File: src/rtl/auxctl_pkg.sv
package auxctl_pkg;
   localparam int NUM_SEL = 7;
   typedef enum logic [2:0] {
      SEL_CFG   = 3'd0,
      SEL_DIAG  = 3'd1,
      SEL_MODEM = 3'd2,
      SEL_AUX1  = 3'd3,
      SEL_AUX2  = 3'd4,
      SEL_LED   = 3'd5,
      SEL_SYSC  = 3'd6
   } sel_e;
endpackage

File: src/rtl/auxctl_field.sv
// Plain storage field; CLEAR_ON_RST picks a resettable or a retaining variant.
module auxctl_field #(
   parameter int W            = 8,
   parameter bit CLEAR_ON_RST = 1'b1
) (
   input  logic         clk,
   input  logic         rst_n,
   input  logic         we,
   input  logic [W-1:0] d,
   output logic [W-1:0] q
);
   generate
      if (CLEAR_ON_RST) begin : g_clr
         logic [W-1:0] q_r;
         always_ff @(posedge clk or negedge rst_n) begin
            if (!rst_n)  q_r <= '0;
            else if (we) q_r <= d;
         end
         assign q = q_r;
      end else begin : g_keep
         logic [W-1:0] q_r = '0;
         always_ff @(posedge clk) begin
            if (we) q_r <= d;
         end
         assign q = q_r;
      end
   endgenerate
endmodule

File: src/rtl/auxctl_pwrctl.sv
// Second auxiliary register: power-off bit, sticky power-fail flag, interrupt.
module auxctl_pwrctl #(
   parameter int W         = 8,
   parameter int POFF_BIT  = 0,
   parameter int PCLR_BIT  = 1,
   parameter int PFLAG_BIT = 5
) (
   input  logic         clk,
   input  logic         rst_n,
   input  logic         wr,
   input  logic [W-1:0] wdata,
   input  logic         pf_in,
   input  logic         int_en,
   output logic [W-1:0] rd,
   output logic         irq,
   output logic         poff_req,
   output logic         flag,
   output logic         pf_prev
);
   logic poff_q;
   logic pf_evt;

   assign pf_evt = (pf_in != pf_prev);

   always_ff @(posedge clk or negedge rst_n) begin
      if (!rst_n) begin
         poff_q   <= 1'b0;
         flag     <= 1'b0;
         pf_prev  <= 1'b0;
         poff_req <= 1'b0;
      end else begin
         pf_prev  <= pf_in;
         poff_req <= wr & wdata[POFF_BIT];
         if (wr) poff_q <= wdata[POFF_BIT];
         if (wr && wdata[PCLR_BIT]) flag <= 1'b0;
         else if (pf_evt)          flag <= pf_in & int_en;
      end
   end

   always_comb begin
      rd            = '0;
      rd[POFF_BIT]  = poff_q;
      rd[PFLAG_BIT] = flag;
   end

   assign irq = flag & int_en;
endmodule

File: src/rtl/auxctl_regbank.sv
module auxctl_regbank
   import auxctl_pkg::*;
#(
   parameter int          DATA_W     = 32,
   parameter int          BYTE_W     = 8,
   parameter int          LED_W      = 16,
   parameter int          SYS_W      = 32,
   parameter int          OFF_W      = 2,
   parameter int          PWR_EN_BIT = 3,
   parameter int          TC_BIT     = 1,
   parameter int          POFF_BIT   = 0,
   parameter int          PCLR_BIT   = 1,
   parameter int          PFLAG_BIT  = 5,
   parameter int          SRST_BIT   = 0,
   parameter logic [31:0] SSTAT_VAL  = 32'h2
) (
   input  logic                clk,
   input  logic                rst_n,
   input  logic [NUM_SEL-1:0]  reg_sel,
   input  logic [OFF_W-1:0]    bus_off,
   input  logic                bus_we,
   input  logic [DATA_W-1:0]   bus_wdata,
   output logic [DATA_W-1:0]   bus_rdata,
   input  logic                pf_in,
   output logic                irq,
   output logic                tc_pulse,
   output logic                pwroff_req,
   output logic                sysrst_req
);
   localparam int NUM_PLAIN = 3;
   localparam logic [BYTE_W-1:0] TC_MASK = BYTE_W'(1) << TC_BIT;

   // elaboration-time parameter checks
   if (LED_W > DATA_W || SYS_W > DATA_W || BYTE_W > DATA_W) begin : g_bad_w
      $error("register width exceeds bus width");
   end
   if (PWR_EN_BIT >= BYTE_W || TC_BIT >= BYTE_W || PFLAG_BIT >= BYTE_W ||
       POFF_BIT >= BYTE_W || PCLR_BIT >= BYTE_W) begin : g_bad_bit
      $error("control bit position outside byte register");
   end
   if (POFF_BIT == PFLAG_BIT || PCLR_BIT == POFF_BIT) begin : g_bad_map
      $error("power control bits overlap");
   end
   if (OFF_W < 1) begin : g_bad_off
      $error("offset width must be at least one");
   end

   logic              wr_any;
   logic              off_zero;
   logic [BYTE_W-1:0] plain_q [NUM_PLAIN];
   logic [BYTE_W-1:0] aux1_q;
   logic [BYTE_W-1:0] aux2_rd;
   logic [LED_W-1:0]  led_q;
   logic [SYS_W-1:0]  sysc_q;
   logic              pf_flag;
   logic              pf_prev_q;
   logic              tc_q;
   logic              srst_q;
   logic              srst_hit;

   assign wr_any   = bus_we;
   assign off_zero = (bus_off == '0);

   // configuration and modem bytes clear on reset; diagnostic byte retains
   for (genvar i = 0; i < NUM_PLAIN; i++) begin : g_plain
      auxctl_field #(
         .W(BYTE_W),
         .CLEAR_ON_RST(i != int'(SEL_DIAG))
      ) u_fld (
         .clk(clk), .rst_n(rst_n),
         .we(wr_any & reg_sel[i]),
         .d(bus_wdata[BYTE_W-1:0]),
         .q(plain_q[i])
      );
   end

   auxctl_field #(.W(BYTE_W), .CLEAR_ON_RST(1'b1)) u_aux1 (
      .clk(clk), .rst_n(rst_n),
      .we(wr_any & reg_sel[SEL_AUX1]),
      .d(bus_wdata[BYTE_W-1:0] & ~TC_MASK),
      .q(aux1_q)
   );

   auxctl_pwrctl #(
      .W(BYTE_W), .POFF_BIT(POFF_BIT), .PCLR_BIT(PCLR_BIT), .PFLAG_BIT(PFLAG_BIT)
   ) u_pwr (
      .clk(clk), .rst_n(rst_n),
      .wr(wr_any & reg_sel[SEL_AUX2]),
      .wdata(bus_wdata[BYTE_W-1:0]),
      .pf_in(pf_in),
      .int_en(plain_q[SEL_CFG][PWR_EN_BIT]),
      .rd(aux2_rd),
      .irq(irq),
      .poff_req(pwroff_req),
      .flag(pf_flag),
      .pf_prev(pf_prev_q)
   );

   auxctl_field #(.W(LED_W), .CLEAR_ON_RST(1'b0)) u_led (
      .clk(clk), .rst_n(rst_n),
      .we(wr_any & reg_sel[SEL_LED] & off_zero),
      .d(bus_wdata[LED_W-1:0]),
      .q(led_q)
   );

   assign srst_hit = wr_any & reg_sel[SEL_SYSC] & off_zero & bus_wdata[SRST_BIT];

   auxctl_field #(.W(SYS_W), .CLEAR_ON_RST(1'b0)) u_sysc (
      .clk(clk), .rst_n(rst_n),
      .we(srst_hit),
      .d(SSTAT_VAL[SYS_W-1:0]),
      .q(sysc_q)
   );

   always_ff @(posedge clk or negedge rst_n) begin
      if (!rst_n) begin
         tc_q   <= 1'b0;
         srst_q <= 1'b0;
      end else begin
         tc_q   <= wr_any & reg_sel[SEL_AUX1] & bus_wdata[TC_BIT];
         srst_q <= srst_hit;
      end
   end

   assign tc_pulse   = tc_q;
   assign sysrst_req = srst_q;

   always_comb begin
      bus_rdata = '0;
      for (int i = 0; i < NUM_PLAIN; i++) begin
         if (reg_sel[i]) bus_rdata = DATA_W'(plain_q[i]);
      end
      if (reg_sel[SEL_AUX1]) bus_rdata = DATA_W'(aux1_q);
      if (reg_sel[SEL_AUX2]) bus_rdata = DATA_W'(aux2_rd);
      if (reg_sel[SEL_LED] && off_zero)  bus_rdata = DATA_W'(led_q);
      if (reg_sel[SEL_SYSC] && off_zero) bus_rdata = DATA_W'(sysc_q);
   end
endmodule

File: config.mk
export PLATFORM = sky130hd
export DESIGN_NAME = auxctl_regbank
export DESIGN_NICKNAME = d
export VERILOG_FILES = /design/src/rtl/auxctl_pkg.sv /design/src/rtl/auxctl_field.sv /design/src/rtl/auxctl_pwrctl.sv /design/src/rtl/auxctl_regbank.sv
export SDC_FILE = /design/constraint.sdc
export NUM_CORES = 1
export LEC_CHECK = 0
export BUFFER_PORTS_ARGS = -buffer_cell sky130_fd_sc_hd__buf_2
export CORE_ASPECT_RATIO = 0.6
export CORE_MARGIN = 5
export CORE_UTILIZATION = 43
export DETAILED_ROUTE_END_ITERATION = 6
export GPL_TIMING_DRIVEN = 0
export PLACE_DENSITY = 0.65
export REMOVE_ABC_BUFFERS = 1
export SLEW_MARGIN = 20
export SYNTH_ARGS = -nofsm -noshare
export SYNTH_HDL_FRONTEND = slang
export SYNTH_HIERARCHICAL = 1
export SYNTH_SLANG_ARGS = --single-unit
File: constraint.sdc
create_clock -name clk -period 1.6 [get_ports clk]
set_input_delay 0.32 -clock clk [delete_from_list [all_inputs] [get_ports clk]]
set_output_delay 0.32 -clock clk [all_outputs]
set_load 0.05 [all_outputs]
==> metrics.txt, run 1 <==
antenna violations before repair=1; failing checks=negative setup slack; main combinational cell family by area after synthesis=simple AND/OR/NAND/NOR gates; Worst Path Required=1.28 ns; synthesized flop and latch total=86; Die Area=11,300 sq um; cells along the critical path=a211oi_2 > a32oi_1 > a22o_1 > buf_6; clk_lat worst skew=0.34 ns; Mean Syn Cell Area=14.1 sq um; Worst Hold Class=input port to asynchronous set/reset pin; crit path capture type=primary output; DR vias=2,498; Placed Cells=469; crit path time final=1.82 ns; area grow syn2layout=26.0%; Num CTS Buffers=9; Setup-failing EPs final=8; root buffer cell=clkbuf_16; WL final=8.74 mm; TritonRoute pass-1 iters=4; Rows=27; sequential area share after synthesis=61.3%; Layout Skew=0.00372 ns; total track usage=16.4%; via density per instance=5.07; I/O Buffers=64; top cell type's share of synthesized area=42.4%; worst IR drop on VDD=0.000700 V; Multi-input gate area=1510 sq um; final instance area=5000 sq um; Compound-Gate Fraction of Synth Area=10.7%; Total Power=5.36 mW; Lkg Pwr=2.08 nW; CP Launch Type=flip-flop; Worst Slack Setup Final=-0.217 ns; Yosys top cell by area=edfxtp_1; Worst Path Arrival=1.50 ns; DIE WIDTH=134 um; Crit-path slowest cell=dfrtp_1; Routed Antenna Nets=0; Slew @ Worst Pin=0.733 ns; CTS Sinks=86; placed cell area=4370 sq um; Critical Path Max Stage Delay=0.42 ns; post-DP HPWL=5.41 mm; fill count=753; vias in the first global route=2,541; starting density of the core=43.7%; XOR/XNOR Fraction of Synth Area=0.221%; Final GP Congestion=0.732; Netlist Area Pre-Place=3970 sq um; final hold violations=0; Worst-path clk slew=0.06 ns; worst-path maximum fanout=3; Overflow after GRT=0; Syn. warnings=6; proportion of synthesized area in mux cells=9.37%; synth top area cells=edfxtp_1 (42%), dfrtp_1 (19%), mux2_4 (9.1%); Util after Layout=55.0%; FF+latch area=2430 sq um; period utilization=114%; CTS tree=yes; Post-Layout Cell Count=493; Fmax=550 MHz; Slew headroom=51.1%; PwrDens=1070 nW/um^2; Core Region=9090 sq um; outcome=complete, but fails checks; largest net degree at the start of global routing=36; # diodes=0; Fin Setup TNS=-1.38 ns; Top Ports=81; Die Y=84.4 um; post-synthesis adder-cell area fraction=0%; Post-Synth Simple-Gate Area=12.6%; H-tree levels=3; count of pins over their slew limit=0; distinct cell type count after synthesis=27; DRC viols=0; first-pass GRT wire length=14.1 mm; kind of critical path=flip-flop to primary output; ratio of cells with drive above 1 in the final layout=35.3%; Max-cap violations=0; Initial DRC Count=227; clk buf depth=2; per-cell routed wire length=17.7 um; synthesized instance count=282; RSZ-0062 raised after global routing=true; reg2reg path depth=2; nets=417
[report_power, final]
part	switching [mW]	leakage [nW]	total, mW	internal, mW
Sequential	0.0862	0.869	2.61	2.52
Combinational	0.471	1.08	0.856	0.385
Clock	0.815	0.130	1.89	1.08
Total	1.37	2.08	5.36	3.98
[what timing repair did]
action / in CTS / in global routing
setup buffers: 6 / 1
gates cloned: 1 / 0
resized for setup: 72 / 16
hold buffers: 0 / 0
pin swaps: 26 / 8
endpoints found under the setup margin: 81 / 31
[sequential cells by signal, indices dropped and copies added (netlist names)]
register	count
u_aux1/q	8
u_led/q	16
u_pwr/poff_req	1
u_pwr/poff_q	1
tc_pulse	1
sysrst_req	1
u_pwr/pf_prev	1
u_pwr/flag	1
g_plain.u_fld/q	24
u_sysc/q	32
[cells in the mapped netlist]
master,instances
edfxtp_1,56
a22o_1,16
nand2_1,33
xnor2_1,1
nand3b_1,8
nor2b_1,8
dfrtp_1,30
buf_2,8
mux2_4,24
buf_6,7
a21oi_1,1
buf_4,9
a32oi_1,8
and3_1,19
nor3b_1,8
o21ai_0,8
mux2_2,1
clkbuf_1,5
nor4b_4,1
or2_0,1
nor2_2,1
conb_1,3
buf_8,1
a211oi_2,8
o31ai_1,8
and2_1,8
a2bb2oi_1,1
[cells in the final DEF (no fill, tap or decap), types with 8 or more instances in the layout]
cell type  count
a211oi_2       8
a22o_1        16
a32oi_1        8
and3_1        15
buf_2         26
buf_4          9
buf_6         32
clkbuf_16      9
conb_1        39
dfrtp_1       30
edfxtp_1      56
mux2_4        24
nand2_1       33
nand3b_1       8
o21ai_0        8
[layout make-up]
cell class	count	share of cell area, %
clock inverters	5	0.501
clock buffers	11	4.86
repair buffers	72	12.8
multi-input cells	203	30.2
flip-flops and latches	86	48.7
well taps	116	2.90
[cell families (layout without fill, tap and decap cells)]
group,after synthesis,in the layout
simple gates,87,88
flops,86,86
compound gates,50,50
buf+inv,30,88
mux,25,25
other cells,3,39
xor+xnor,1,1
[critical path, delay by kind of cell (launching register included)]
family                 cells  cell delay [ns]
DFF                        1             0.42
buffers and inverters      1             0.16
AOI/OAI and AO/OA          3             0.59
[metrics by stage]
stage / worst slack [ns] / hold WS [ns]
6_report: -0.217 / 0.0411
5_1_grt: -0.308 / 0.114
4_1_cts: -0.231 / 0.0649
3_5_place_dp: -0.773 / 0.429
3_3_place_gp: -1.98 / 0.416
2_1_floorplan: -0.926 / 0.0244
[final timing paths]
| check | from | end | slack, ns |
|---|---|---|---|
| setup / recovery | u_aux1/q[5]$_DFFE_PN0P_ | bus_rdata[5] | -0.22 |
| hold / removal | rst_n | g_plain[2].u_fld/q[6]$_DFFE_PN0P_ | 0.04 |
| setup reg to reg | u_aux1/q[0]$_DFFE_PN0P_ | u_aux1/q[0]$_DFFE_PN0P_ | 0.69 |
| hold reg to reg | g_plain[2].u_fld/q[3]$_DFFE_PN0P_ | g_plain[2].u_fld/q[3]$_DFFE_PN0P_ | 0.51 |
| max in group asynchronous | rst_n | g_plain[2].u_fld/q[7]$_DFFE_PN0P_ | 1.08 |
| min in group clk | pf_in | u_pwr/pf_prev$_DFF_PN0_ | 0.12 |
[per-layer routing]
metal | track usage (%) | vias to the layer above | share of wire, %
li1 | - | 1180 | -
met1 | 23.4 | 1226 | 47
met2 | 23.6 | 76 | 43
met3 | 6.11 | 14 | 7.8
met4 | 4.71 | 2 | 1.2
met5 | 0 | - | 0.15
Note: power is estimated with default switching activity, not from simulation.
==> run 2: changes to the inputs <==
- BUFFER_PORTS_ARGS: -buffer_cell sky130_fd_sc_hd__buf_2 -> -buffer_cell sky130_fd_sc_hd__buf_4
- CORE_UTILIZATION: 43 -> 55
- PLACE_DENSITY: 0.65 -> 0.8
- RECOVER_POWER: unset -> 50
==> run 2 against run 1 <==
The flow still finishes with violations (negative setup slack). Hold slack improved by 0.11 ns. Fmax decreased by 1.5%. Largest cell class unchanged. Final area about the same. Critical path depth unchanged. Register-to-register slack got worse by 0.09 ns. Wire length decreased by 0.49%. First-iteration DRC count decreased by 38%.
==> metrics.txt, run 2 (synthesis gave the netlist of run 1 again) <==
outcome=complete, but fails checks (unchanged); failing checks=negative setup slack (unchanged); Bufs and invs on worst path=1 (unchanged); count of pins over their slew limit=0 (unchanged); ratio of cells with drive above 1 in the final layout=33.2% (was 35.3%); cells along the critical path=a211oi_2 > a32oi_1 > a22o_1 > buf_6 (unchanged); Slew @ Worst Pin=0.868 ns (was 0.733 ns); most frequent cells in the layout=edfxtp_1 (56), buf_4 (41), conb_1 (39) (was edfxtp_1 (56), conb_1 (39), nand2_1 (33)); first-pass GRT wire length=14.0 mm (was 14.1 mm); clk_lat worst skew=0.33 ns (was 0.34 ns); Seq pwr share=47.0% (was 48.7%); DIE WIDTH=120 um (was 134 um); per-cell routed wire length=18.3 um (was 17.7 um); CP Depth=4 (unchanged); reg-to-reg critical path startpoint=u_aux1/q[0]$_DFFE_PN0P_ (unchanged); Top Ports=81 (unchanged); final hold violations=0 (unchanged); Worst Path Arrival=1.52 ns (was 1.50 ns); clk buf depth=2 (unchanged); most common cell after layout, fill and taps aside=edfxtp_1 (unchanged); PwrDens=1110 nW/um^2 (was 1070 nW/um^2); crit path from=u_aux1/q[3]$_DFFE_PN0P_ (was u_aux1/q[5]$_DFFE_PN0P_); DRC viols=0 (unchanged); setup slack at placement=-1.07 ns (was -0.773 ns); Crit-path slowest cell=dfrtp_1 (unchanged); Worst-path clk slew=0.06 ns (about the same); via density per instance=5.31 (was 5.07); Initial DRC Count=140 (was 227); area grow syn2layout=26.0% (about the same); WL final=8.70 mm (was 8.74 mm); Worst Path Required=1.28 ns (about the same); Lkg Pwr=2.10 nW (was 2.08 nW); CTS tree=yes (unchanged); Layout Skew=0.000139 ns (was 0.00372 ns); reg-to-reg setup timing slack=0.60 ns (was 0.69 ns); Total Power=5.55 mW (was 5.36 mW); Final GP Congestion=0.784 (was 0.732); number of flip-flops in the largest register=32 (unchanged); Fmax=542 MHz (was 550 MHz); TritonRoute pass-1 iters=4 (unchanged); Worst Slack Setup Final=-0.244 ns (was -0.217 ns); Core Region=7150 sq um (was 9090 sq um); CTS Sinks=86 (unchanged); delay-heaviest family, CP=compound AO/OA/AOI/OAI gates (unchanged); I/O Buffers=64 (unchanged); root buffer cell=clkbuf_16 (unchanged); Slew headroom=42.1% (was 51.1%); largest net degree at the start of global routing=36 (unchanged); kind of critical path=flip-flop to primary output (unchanged); post-DP HPWL=5.30 mm (was 5.41 mm); Die Area=9070 sq um (was 11,300 sq um); # diodes=0 (unchanged); Max-cap violations=0 (unchanged); total track usage=20.7% (was 16.4%); Util after Layout=69.9% (was 55.0%); H-tree levels=3 (unchanged); reg2reg path depth=3 (was 2); nets=425 (was 417); Routed Antenna Nets=0 (unchanged); Overflow after GRT=0 (unchanged); CP Launch Type=flip-flop (unchanged); worst IR drop on VDD=0.000895 V (was 0.000700 V); clock network power share=36.9% (was 35.3%); RSZ-0062 raised after global routing=true (unchanged); Rows=24 (was 27); Worst Hold Class=input port to flip-flop (was input port to asynchronous set/reset pin); period utilization=115% (was 114%); Die Y=75.8 um (was 84.4 um); reg2reg end=u_aux1/q[0]$_DFFE_PN0P_ (unchanged); antenna violations before repair=0 (was 1); CP endpoint=bus_rdata[3] (was bus_rdata[5]); switching share of power=24.5% (was 25.6%); P_int=4.19 mW (was 3.98 mW); DR vias=2,526 (was 2,498); Num CTS Buffers=9 (unchanged); crit path capture type=primary output (unchanged); Comb pwr share=16.1% (was 16.0%); worst-path maximum fanout=2 (was 3); crit path time final=1.84 ns (was 1.82 ns); fill count=496 (was 753); vias in the first global route=2,647 (was 2,541); Setup-failing EPs final=8 (unchanged); sw power=1.36 mW (was 1.37 mW); Critical Path Max Stage Delay=0.39 ns (was 0.42 ns); starting density of the core=55.5% (was 43.7%)
==> run 2: worst min-delay path by stage <==
stage / startpoint / end / slack (ns) / cells past startpoint
after floorplan: rst_n / g_plain[0].u_fld/q[0]$_DFFE_PN0P_ / 0.02 / 0
after global placement: rst_n / g_plain[2].u_fld/q[2]$_DFFE_PN0P_ / 0.28 / 1
after detailed placement: rst_n / u_aux1/q[6]$_DFFE_PN0P_ / 0.29 / 1
after CTS: pf_in / u_pwr/pf_prev$_DFF_PN0_ / 0.10 / 1
after global routing: pf_in / u_pwr/pf_prev$_DFF_PN0_ / 0.15 / 1
final: pf_in / u_pwr/pf_prev$_DFF_PN0_ / 0.15 / 1
==> run 2: power by group through the flow <==
stage,registers [mW],logic (mW),clock network [mW]
2_1_floorplan,2.63,0.500,0
3_3_place_gp,2.64,0.765,0
3_5_place_dp,2.65,0.780,0
4_1_cts,2.61,0.898,2.09
5_1_grt,2.62,0.955,2.19
6_report,2.61,0.896,2.05
==> run 2: cell type report <==
| cell class | instances | area [sq um] | area share, % |
|---|---|---|---|
| multi-input combinational | 203 | 1510 | 30.1 |
| clock buffer | 13 | 250 | 5.01 |
| clock inverter | 3 | 43.8 | 0.876 |
| timing repair buffer | 80 | 653 | 13.1 |
| tap | 91 | 114 | 2.28 |
| sequential | 86 | 2430 | 48.7 |
==> run 2: what timing repair did <==
item,4_1_cts,5_1_grt
buffers inserted,14,1
pin swaps,30,3
endpoints found under the hold margin,30,0
cloned,1,0
endpoints found under the setup margin,81,32
gates resized for setup,26,4
hold buffers,1,0
==> run 2: stage by stage <==
stage               instance area (sq um)  instances  hold slack [ns]  TNS (ns)
finish                               5000        476            0.147     -1.43
detailed placement                   4480        443            0.285    -58.89
global route                         5000        476            0.148     -1.95
global placement                     4480        443            0.282   -107.49
floorplan                            3880        288           0.0244    -41.68
CTS                                  5020        475            0.104     -1.50
==> run 2: worst register-to-register path, cell delays in order, from the launching register on <==
cell,delay [ns]
dfrtp_1,0.40
buf_6,0.12
buf_4,0.12
mux2_4,0.25
==> run 2: metal layers <==
metal	vias to the layer above	track usage [%]	part of all wire (%)
li1	1199	-	-
met1	1230	27.4	45
met2	84	33.6	47
met3	13	5.64	7.4
met4	0	7.49	1.5
met5	-	0	0
==> run 3: changes to the inputs <==
- BUFFER_PORTS_ARGS: -buffer_cell sky130_fd_sc_hd__buf_4 -> unset
- DONT_BUFFER_PORTS: unset -> 1
- PLACE_DENSITY: 0.8 -> 0.7
- clock period: 1.6 -> 1.8 ns (I/O delays scaled with it)
==> run 3 against run 2 <==
The flow still finishes with violations (negative setup slack). Cell count shrank 14%. Sequential share of layout area grew 5.8 points. Clock skew grew 0.0013 ns.
==> metrics.txt, run 3 (synthesis gave the netlist of run 1 again) <==
DRC viols=0 (unchanged); via density per instance=5.53 (was 5.31); CTS Sinks=86 (unchanged); vias in the first global route=2,388 (was 2,647); H-tree levels=3 (unchanged); reg2reg end=u_aux1/q[4]$_DFFE_PN0P_ (was u_aux1/q[0]$_DFFE_PN0P_); post-DP HPWL=4.95 mm (was 5.30 mm); worst IR drop on VDD=0.000628 V (was 0.000895 V); outcome=complete, but fails checks (unchanged); CP Launch Type=flip-flop (unchanged); WHS Path Cells=0 (was 1); first-pass GRT wire length=13.5 mm (was 14.0 mm); nets=356 (was 425); most frequent cells in the layout=edfxtp_1 (56), conb_1 (39), nand2_1 (33) (was edfxtp_1 (56), buf_4 (41), conb_1 (39)); ratio of cells with drive above 1 in the final layout=23.1% (was 33.2%); crit path from=u_aux1/q[4]$_DFFE_PN0P_ (was u_aux1/q[3]$_DFFE_PN0P_); Crit-path slowest cell=dfrtp_1 (unchanged); Worst Hold Class=input port to flip-flop (unchanged); clk_lat worst skew=0.34 ns (was 0.33 ns); cells along the critical path=a211oi_2 > a32oi_1 > a22o_4 (was a211oi_2 > a32oi_1 > a22o_1 > buf_6); CTS tree=yes (unchanged); crit path time final=1.83 ns; Layout Skew=0.00144 ns (was 0.000139 ns); Worst-path clk slew=0.06 ns (about the same); Routed Antenna Nets=0 (unchanged); DR WL met2=3.89 mm (was 4.05 mm); Lkg Pwr=1.74 nW (was 2.10 nW); Worst Path Arrival=1.47 ns (was 1.52 ns); Total Power=4.74 mW (was 5.55 mW); Slew @ Worst Pin=0.988 ns (was 0.868 ns); clk buf depth=2 (unchanged); FF+latch area=2430 sq um (unchanged); final hold violations=0 (unchanged); worst-path maximum fanout=3 (was 2); Max-cap violations=0 (unchanged); Critical Path Max Stage Delay=0.41 ns (was 0.39 ns); area grow syn2layout=12.6% (was 26.0%); reg2reg path depth=2 (was 3); delay-heaviest family, CP=compound AO/OA/AOI/OAI gates (unchanged); Overflow after GRT=0 (unchanged); number of flip-flops in the largest register=32 (unchanged); per-cell routed wire length=20.2 um (was 18.3 um); most common cell after layout, fill and taps aside=edfxtp_1 (unchanged); reg-to-reg critical path startpoint=u_aux1/q[4]$_DFFE_PN0P_ (was u_aux1/q[0]$_DFFE_PN0P_); TritonRoute pass-1 iters=4 (unchanged); largest net degree at the start of global routing=36 (unchanged); DIE WIDTH=120 um (unchanged); Util after Layout=62.5% (was 69.9%); Die Area=9070 sq um (unchanged); fill count=550 (was 496); I/O Buffers=0 (was 64); Rows=24 (unchanged); DR vias=2,249 (was 2,526); Hold Crit Start=pf_in (unchanged); Top Ports=81 (unchanged); WL final=8.23 mm (was 8.70 mm); Slew headroom=34.1% (was 42.1%); Worst Slack Setup Final=-0.0268 ns (was -0.244 ns); kind of critical path=flip-flop to primary output (unchanged); Die Y=75.8 um (unchanged); WL met1=3.67 mm (was 3.88 mm); Multi-input gate area=1510 sq um (about the same); Setup-failing EPs final=2 (was 8); met3 WL=664 um (was 646 um); crit path capture type=primary output (unchanged); Worst Hold End=u_pwr/pf_prev$_DFF_PN0_ (unchanged); Final GP Congestion=0.740 (was 0.784); # diodes=0 (unchanged); reg-to-reg setup timing slack=0.87 ns (was 0.60 ns); Bufs and invs on worst path=0 (was 1); count of pins over their slew limit=0 (unchanged); total track usage=20.3% (was 20.7%); failing checks=negative setup slack (unchanged); Initial DRC Count=129 (was 140); Fmax=547 MHz; Worst Path Required=1.44 ns (was 1.28 ns); PwrDens=1060 nW/um^2 (was 1110 nW/um^2); period utilization=101%; starting density of the core=55.5% (unchanged); root buffer cell=clkbuf_16 (unchanged); Core Region=7150 sq um (unchanged); Num CTS Buffers=9 (unchanged); Highest Signal Layer=met4 (unchanged); antenna violations before repair=0 (unchanged); RSZ-0062 raised after global routing=true (unchanged)
run 3: cell count changes in the layout (fill, tap and decap cells not counted), sizes merged:
cell	delta
clkbuf	-18
buf	-51
clkinvlp	+1
clkinv	-1
run 3: worst max path at each step:
stage	slack, ns	endpoint	depth (start not counted)
5_1_grt	-0.09	bus_rdata[3]	3
3_5_place_dp	-0.65	u_sysc/q[3]$_DFFE_PP_	4
4_1_cts	-0.02	bus_rdata[3]	3
2_1_floorplan	-0.77	u_sysc/q[0]$_DFFE_PP_	3
6_report	-0.03	bus_rdata[4]	3
3_3_place_gp	-1.81	u_sysc/q[7]$_DFFE_PP_	3
run 3: where the power goes:
| group | leakage [nW] | internal (mW) | switching [mW] |
|---|---|---|---|
| Sequential | 0.869 | 2.24 | 0.0777 |
| Clock | 0.145 | 1.16 | 0.709 |
| Combinational | 0.724 | 0.235 | 0.321 |
| Total | 1.74 | 3.63 | 1.11 |
run 3: worst reg2reg max path, stage by stage (launching register included):
cell,delay [ns]
dfrtp_1,0.41
buf_4,0.14
mux2_4,0.26
run 3: per-layer routing:
metal	vias up	global-route usage, %
met3	2	8.98
met2	75	33.4
met1	1101	25.6
li1	1071	-
met5	-	0
met4	0	3.93
run 3: repair_timing:
item / CTS / global route
pin swaps: 23 / 5
resized for setup: 26 / 8
endpoints found under the setup margin: 81 / 36
setup buffers: 4 / 4
hold endpoints to repair: 30 / 0
gates cloned: 1 / 0
hold buffers: 2 / 0
run 3: through the flow:
| step | hold slack, ns | worst slack (ns) | TNS, ns | instances | cell area [sq um] |
|---|---|---|---|---|---|
| 2_1_floorplan | 0.0644 | -0.766 | -30.00 | 288 | 3880 |
| 3_3_place_gp | 0.0653 | -1.81 | -93.84 | 379 | 4000 |
| 3_5_place_dp | 0.0654 | -0.651 | -33.13 | 380 | 4030 |
| 4_1_cts | 0.0359 | -0.0165 | -0.0239 | 403 | 4490 |
| 5_1_grt | 0.0273 | -0.0869 | -0.392 | 407 | 4470 |
| 6_report | 0.0472 | -0.0268 | -0.0354 | 407 | 4470 |
run 3: area by class of cell:
cell class	count	share of cell area (%)
Timing Repair Buffer	11	2.30
Clock buffer	13	5.85
Multi-Input combinational cell	203	33.9
Sequential cell	86	54.5
Clock inverter	3	0.952
Tap cell	91	2.55
